<file path="src/rtl/mq_wrport.sv">
module mq_wrport #(
  parameter int DW    = 8,
  parameter int DEPTH = 4
) (
  input  logic          clk,
  input  logic          rst_n,
  input  logic [2:0]    dev_id,
  input  logic          addr_en,
  input  logic [4:0]    wr_addr,
  input  logic          wr_n,
  input  logic [DW-1:0] wr_data,
  output logic          full,
  input  logic          rd_en,
  input  logic [1:0]    rd_q,
  output logic [DW-1:0] rd_data,
  output logic          rd_empty
);
  localparam int QN = 4;
  localparam int QW = 2;
  localparam int PW = $clog2(DEPTH);
  localparam int CW = PW + 1;

  logic          hit;
  logic          s1_v, s1_hit, s2_v, s2_hit, wr_valid;
  logic [QW-1:0] s1_q, s2_q, wr_q;
  logic [QN-1:0][PW-1:0] wptr, rptr;
  logic [QN-1:0][CW-1:0] cnt;
  logic [DW-1:0] mem [QN*DEPTH];
  logic          we, re;

  assign hit      = addr_en && (wr_addr[4:2] == dev_id);
  assign full     = wr_valid && (cnt[wr_q] == CW'(DEPTH));
  assign rd_empty = (cnt[rd_q] == '0);
  assign we       = !wr_n && wr_valid && !full;
  assign re       = rd_en && !rd_empty;

  // three-edge queue switch: capture, stage, commit
  always_ff @(posedge clk) begin
    if (!rst_n) begin
      s1_v <= 1'b0; s1_hit <= 1'b0; s1_q <= '0;
      s2_v <= 1'b0; s2_hit <= 1'b0; s2_q <= '0;
      wr_valid <= 1'b0; wr_q <= '0;
    end else begin
      s1_v <= addr_en; s1_hit <= hit; s1_q <= wr_addr[1:0];
      s2_v <= s1_v;    s2_hit <= s1_hit; s2_q <= s1_q;
      if (s2_v) begin
        wr_valid <= s2_hit;
        wr_q     <= s2_q;
      end
    end
  end

  always_ff @(posedge clk) begin
    if (!rst_n) begin
      wptr <= '0; rptr <= '0; cnt <= '0; rd_data <= '0;
    end else begin
      for (int i = 0; i < QN; i++) begin
        case ({we && (wr_q == QW'(i)), re && (rd_q == QW'(i))})
          2'b10:   cnt[i] <= cnt[i] + CW'(1);
          2'b01:   cnt[i] <= cnt[i] - CW'(1);
          default: cnt[i] <= cnt[i];
        endcase
      end
      if (we) wptr[wr_q] <= wptr[wr_q] + PW'(1);
      if (re) begin
        rptr[rd_q] <= rptr[rd_q] + PW'(1);
        rd_data    <= mem[{rd_q, rptr[rd_q]}];
      end
    end
  end

  always_ff @(posedge clk) begin
    if (we) mem[{wr_q, wptr[wr_q]}] <= wr_data;
  end

  AST_IDLE_AFTER_RESET: assert property (@(posedge clk) disable iff (!rst_n)
    !$past(rst_n) |-> !full);
  AST_SWITCH_COMMIT: assert property (@(posedge clk) disable iff (!rst_n)
    ($past(rst_n,3) && $past(hit,3)) |-> (wr_valid && wr_q == $past(wr_addr[1:0],3)));
  AST_MISMATCH_DESELECT: assert property (@(posedge clk) disable iff (!rst_n)
    ($past(rst_n,3) && $past(addr_en,3) && !$past(hit,3)) |-> (!wr_valid && !full));
  AST_FULL_HOLDS: assert property (@(posedge clk) disable iff (!rst_n)
    (full && !s2_v && !(rd_en && rd_q == wr_q)) |=> full);
  AST_EMPTY_READ_HOLD: assert property (@(posedge clk) disable iff (!rst_n)
    (rd_en && rd_empty) |=> $stable(rd_data));
  AST_SAME_Q_OCC: assert property (@(posedge clk) disable iff (!rst_n)
    (we && re && rd_q == wr_q) |=> $stable(cnt));
endmodule

</file>
<file path="config.mk">
export PLATFORM = sky130hd
export DESIGN_NAME = mq_wrport
export DESIGN_NICKNAME = d
export VERILOG_FILES = /design/src/rtl/mq_wrport.sv
export SDC_FILE = /design/constraint.sdc
export NUM_CORES = 1
export LEC_CHECK = 0
export BUFFER_PORTS_ARGS = -buffer_cell sky130_fd_sc_hd__buf_2
export CORE_ASPECT_RATIO = 1.2
export CORE_MARGIN = 2
export CORE_UTILIZATION = 55
export DETAILED_ROUTE_END_ITERATION = 6
export GPL_TIMING_DRIVEN = 0
export PLACE_DENSITY = 0.7
export SETUP_SLACK_MARGIN = 0.3
export SLEW_MARGIN = 5
export SYNTH_ARGS = -nofsm -noshare
export SYNTH_HDL_FRONTEND = slang
export SYNTH_SLANG_ARGS = --single-unit
</file>
<file path="constraint.sdc">
create_clock -name clk -period 7.05 [get_ports clk]
set_clock_uncertainty 0.1 [all_clocks]
set_input_delay 1.41 -clock clk [delete_from_list [all_inputs] [get_ports clk]]
set_output_delay 1.41 -clock clk [all_outputs]
set_load 0.03 [all_outputs]
</file>
---- Word level (Yosys, flattened, before mapping) ----
Memories as Yosys holds them, arrays and structs flattened. A register that Yosys moved wholly into a read port is not among the register bits.
Cells that the tools add are included.
storage, ports and cells
  register bits ........................... 39
  bits in writable memories ............... 128
  bits of input ports ..................... 23
  output and inout bits ................... 10
  word-level logic and storage cells ...... 97
  memories ................................ 1
cells by class
  $add $sub $neg .......................... 10
  magnitude comparators ................... 4
  equality and inequality tests ........... 16
  multiplexer cells ....................... 20
  reduce and logical (&&, ||, !) cells .... 26
memories
  memory  depth  bits a word  read ports  clocked after memory_dff  wr ports  RTL line  source
  mem     16     8            1           1                         1         28        logic [DW-1:0] mem [QN*DEPTH];
operators with widths
  cell                   count
  $pmux W3 S2            4
  $bwmux W8              2
  $eq A2 B2 Y1 const B   8
  $logic_and A1 B1 Y1    15
  $add A3 B1 Y3 const B  4
  $bmux W3 S2            2
  $eq A2 B1 Y1 const B   6
  $sub A3 B1 Y3 const B  4
  $bmux W2 S2            2
  $demux W2 S2           2
  $mux W2                4
  $reduce_bool A2 Y1     4
  $lt A2 B3 Y1 const B   2
  $mux W3                2
  $add A2 B1 Y2 const B  2
  $ge A2 B1 Y1 const B   2
  $logic_not A1 Y1       4
  $logic_not A2 Y1       2
  $eq A3 B3 Y1           1
  $eq A3 B3 Y1 const B   1
  $logic_not A3 Y1       1
  $mux W1                2

---- Depth between registers and ports, before layout ----
  depth after elaboration ................. 9
  mapped depth ............................ 13
  depth with buffers taken out ............ 10

---- Worst setup path after synthesis ----
Ideal clock, no wire load.
  path kind ............................... input to register
  start ................................... input rd_q[1]
  end ..................................... register cnt[8] (netlist bit)
  setup time .............................. 0.076 ns
  data arrival time ....................... 3.694 ns
  required time ........................... 6.874 ns
  slack ................................... 3.181 ns
  cell stages on the path ................. 13
  buffers on the path ..................... 3
  cell sequence ........................... or2_1 > clkbuf_1 > o22ai_1 > o21ai_1 > buf_2 > buf_2 > nor2_1 > ha_1 > inv_1 > fa_1 > xor2_1 > or3_1 > a21boi_0
between the ends
  word-level cells in the longest chain between the ends .. 8
  elaborated cells between the ends (all ways) .. 11
  classes of those cells .................. eq/ne: 3; mux: 3; reduce/logical: 5
RTL lines
  item                                               RTL line  source
  start: declaration                                 14        input logic [1:0] rd_q,
  $bmux W3 S2                                        33        assign rd_empty = (cnt[rd_q] == '0);
  $mux W3 (implied by the code)                      33
  $logic_not A3 Y1                                   33
  $logic_not A1 Y1                                   35        assign re = rd_en && !rd_empty;
  $logic_and A1 B1 Y1                                35
  $logic_and A1 B1 Y1 (*)                            58        case ({we && (wr_q == QW'(i)), re && (rd_q == QW'(i))})
  $eq A2 B1 Y1 or $eq A2 B2 Y1 (tied branches)       58
  $pmux W3 S2 or $reduce_bool A2 Y1 (tied branches)  -
  end signal: indexed assignment                     59        2'b10: cnt[i] <= cnt[i] + CW'(1);
  end signal: indexed assignment                     60        2'b01: cnt[i] <= cnt[i] - CW'(1);
  end signal: indexed assignment                     61        default: cnt[i] <= cnt[i];
  end: declaration                                   27        logic [QN-1:0][CW-1:0] cnt;
Mark *: on every way between the ends. The rest lies on a longest branch, timed or not. The select of a mux whose other input is x is not followed.
A chain may end at the register's enable or synchronous reset.

---- Worst setup path after layout ----
  start ................................... input rd_q[1]
  end ..................................... output rd_empty
between the ends
  word-level cells in the longest chain between the ends .. 3
RTL lines
  item                           RTL line  source
  $bmux W3 S2                    33
  $mux W3 (implied by the code)  33
  $logic_not A3 Y1               33
  end: declaration               16        output logic rd_empty
Every way passes these cells. The select of a mux whose other input is x is not followed.

==> results.yml <==
clock_network:
  clkSlewWorstSetupHoldPaths_ps: 60
  cts.sinks: 175
  postCtsSetupRepairBufs: 0
  cts_max_path_buffers: 2
  h-tree-depth: 4
  clk_latency_ps: 420
  cts.repair.resized: 0
  root_buffer: "clkbuf_16"
  cts_tree: "yes"
  holdBufCountCts: 0
  numCtsBuffers: 17
logic_synthesis:
  synth_top_area_cell: "edfxtp_1"
  syn_nets: 559
  syn_avg_cell_area_sq_um: 14.2
  synth_top_area_share_pct: 51.8
  synth_edf_count: 128
  ys_types: 46
  synthesis.area_sq_um: 7420
  synth.area.top_cells: "edfxtp_1, dfxtp_1, mux2i_1"
  synthCells: 524
  ys.flop_type: "edfxtp_1"
  ys_seq_area_share_pct: 64.4
  synth_warnings: 0
  ys_async_sr_fraction_pct: 0
  ys_ff_latch: 175
critical_path:
  cp-start-kind: "input pin"
  crit_chain: "buf_2 -> nand2b_1 -> clkbuf_1 -> o22ai_1 -> nor2_1 -> buf_2"
  cpMaxStageDelayCell: "clkbuf_1"
  cp_top_family: "buffers and inverters"
  crit_required_ps: 5540
  cp.arrival_ps: 2650
  cpMostUsedCell: "buf_2"
  cp-end-kind: "output port"
  crit_path_max_fanout: 9
  slowest_delay_ps: 380
  cp_num_buf_inv: 3
  path_class: "in -> out"
grt:
  antenna_found_initial: 0
  grt_usage_pct: 23.1
  grt_max_degree: 17
  grt_pass1_wl_mm: 24.3
  grt_overflow: 0
  grt_pass1_vias: 4589
final_layout:
  drive_above_1_share_pct: 16.0
  multiInputGateArea_sq_um: 2440
  syn_to_final_growth_pct: 12.3
  num-fill-cells: 1010
  insertedDiodeCount: 0
  ff_latch_area_sq_um: 4780
  final_nets: 609
  final_area_sq_um: 8340
route:
  totalWireLength_mm: 15.4
  vias: 4399
  drt_pass1_iterations: 5
  drtIter0Drc: 381
  viasPerCell: 5.83
  ant_nets: 0
  wire_per_inst_um: 20.4
  drc_errors: 0
die:
  fp.dieH_um: 131
  coreArea_sq_um: 13200
  die_x_um: 110
  num_io_pins: 33
  initial_core_util_pct: 56.3
  row_count: 46
  die_area_sq_um: 14400
status:
  outcome: "completed"
timing:
  setup_violations: 0
  slew_violations: 0
  final-hold-violation-count: 0
  tightestPinTransition_ps: 889
  relSlewSlack_pct: 39.5
  fin_tns_setup_ps: 0
  fmax_mhz: 241
  finalCriticalPeriod_ps: 4160
  period_share_pct: 59.0
  rsz0062_at_grt: "no"
  fin_ws_ps: 2890
place:
  postPlaceCellArea_sq_um: 7790
  portBuffers: 31
  gp_congestion: 0.831
  place_hpwl_mm: 10.9
  dp_slack_ps: 2610
pwr:
  leakage_nw: 2.76
  power_density_nw_per_um2: 243
  total_power_mw: 2.02
  irDropWorstVdd_mv: 0.136
job:
  cap_violations: 0
min_path:
  min_path_type: "reg -> reg"
==> power by group <==
group	internal [mW]	switching [mW]
sequential	1.10	0.000768
combinational	0.0142	0.0316
clock	0.486	0.386
total	1.60	0.418
==> final timing paths <==
kind                            depth (start not counted)     from  slack (ps)  endpoint
worst max register to register                         10  wr_q[0]        3980    cnt[5]
worst max-delay path                                    6  rd_q[1]        2890  rd_empty
worst min register to register                          1  s1_q[0]         330   s2_q[0]
worst min-delay path                                    1  s1_q[0]         330   s2_q[0]
==> cell usage after synthesis (7+ instances only) <==
master    number
clkbuf_1      13
buf_2          7
xor2_1         7
nand2b_1       9
or3_1          8
ha_1           8
nor3_1        12
edfxtp_1     128
dfxtp_1       47
nor2_1        14
inv_1         20
a31oi_1        8
and2_1        31
nor2b_1        9
mux4_2        10
nand2_1       22
mux2i_1       60
a21oi_1       11
o21ai_0       25
o22ai_1        9
==> flip-flops by register name (all words and copies together), names as in the netlist <==
name,flops
s2_q,2
cnt,12
s2_v,1
rptr,8
rd_data,8
s2_hit,1
wr_q,2
s1_hit,1
wr_valid,1
mem,128
s1_q,2
wptr,8
s1_v,1
==> per-stage QoR <==
stage | hold slack (ps) | cells | util, %
finish | 333 | 755 | 63.3
global route | 345 | 755 | 63.3
CTS | 336 | 755 | 63.3
detailed placement | 319 | 723 | 59.1
global placement | 316 | 723 | 59.1
floorplan | 312 | 524 | -
==> worst reg2reg max path: cells and delay by family (launching register included) <==
| kind | cells | cell delay (ps) |
|---|---|---|
| adders and majority gates | 2 | 440 |
| and+or+nand+nor | 1 | 310 |
| AOI/OAI and AO/OA | 2 | 810 |
| xor gates and xnor gates | 1 | 70 |
| DFF | 1 | 320 |
| buffers and inverters | 3 | 340 |
| muxes | 1 | 630 |
==> cells by family after synthesis <==
logic type	after synthesis	synth area share [%]
and+or+nand+nor	120	8.73
adders and majority gates	12	2.43
xor gates and xnor gates	12	1.42
buffers and inverters	44	2.70
AOI/OAI and AO/OA	80	7.43
muxes	81	12.9
DFF	175	64.4
==> layout by cell type (no fill, tap or decap), types with 6 or more instances in the layout <==
| master | count |
|---|---|
| nand2_1 | 22 |
| o22ai_1 | 9 |
| nor2b_1 | 9 |
| nor2_1 | 14 |
| edfxtp_1 | 128 |
| a21oi_1 | 11 |
| ha_1 | 8 |
| buf_2 | 38 |
| nor3_1 | 12 |
| and2_1 | 31 |
| or3_1 | 8 |
| mux2_2 | 6 |
| mux2i_1 | 60 |
| a31oi_1 | 8 |
| nand2b_1 | 9 |
| o21ai_0 | 25 |
| clkbuf_1 | 15 |
| dfxtp_1 | 47 |
| inv_1 | 20 |
| xor2_1 | 7 |
| nand4_1 | 6 |
| clkbuf_16 | 17 |
| mux4_2 | 10 |
==> routing by layer <==
metal | up-vias | wire length, um | part of all wire, % | GRT usage, %
met1 | 2188 | 6120 | 40 | 27.6
met2 | 125 | 8080 | 52 | 38.9
met3 | 32 | 711 | 4.6 | 5.65
li1 | 2054 | - | - | -
met5 | - | 0 | 0 | 0
met4 | 0 | 504 | 3.3 | 9.92
==> layout make-up <==
cell class	instances	area share, %
clock inverters	13	1.38
well taps	168	2.52
inverters	20	0.900
multi-input cells	305	29.3
flip-flops and latches	175	57.4
clock buffers	19	5.19
repair buffers	31	1.86
plain buffers	24	1.50
Power figures use the tool's default switching activity.
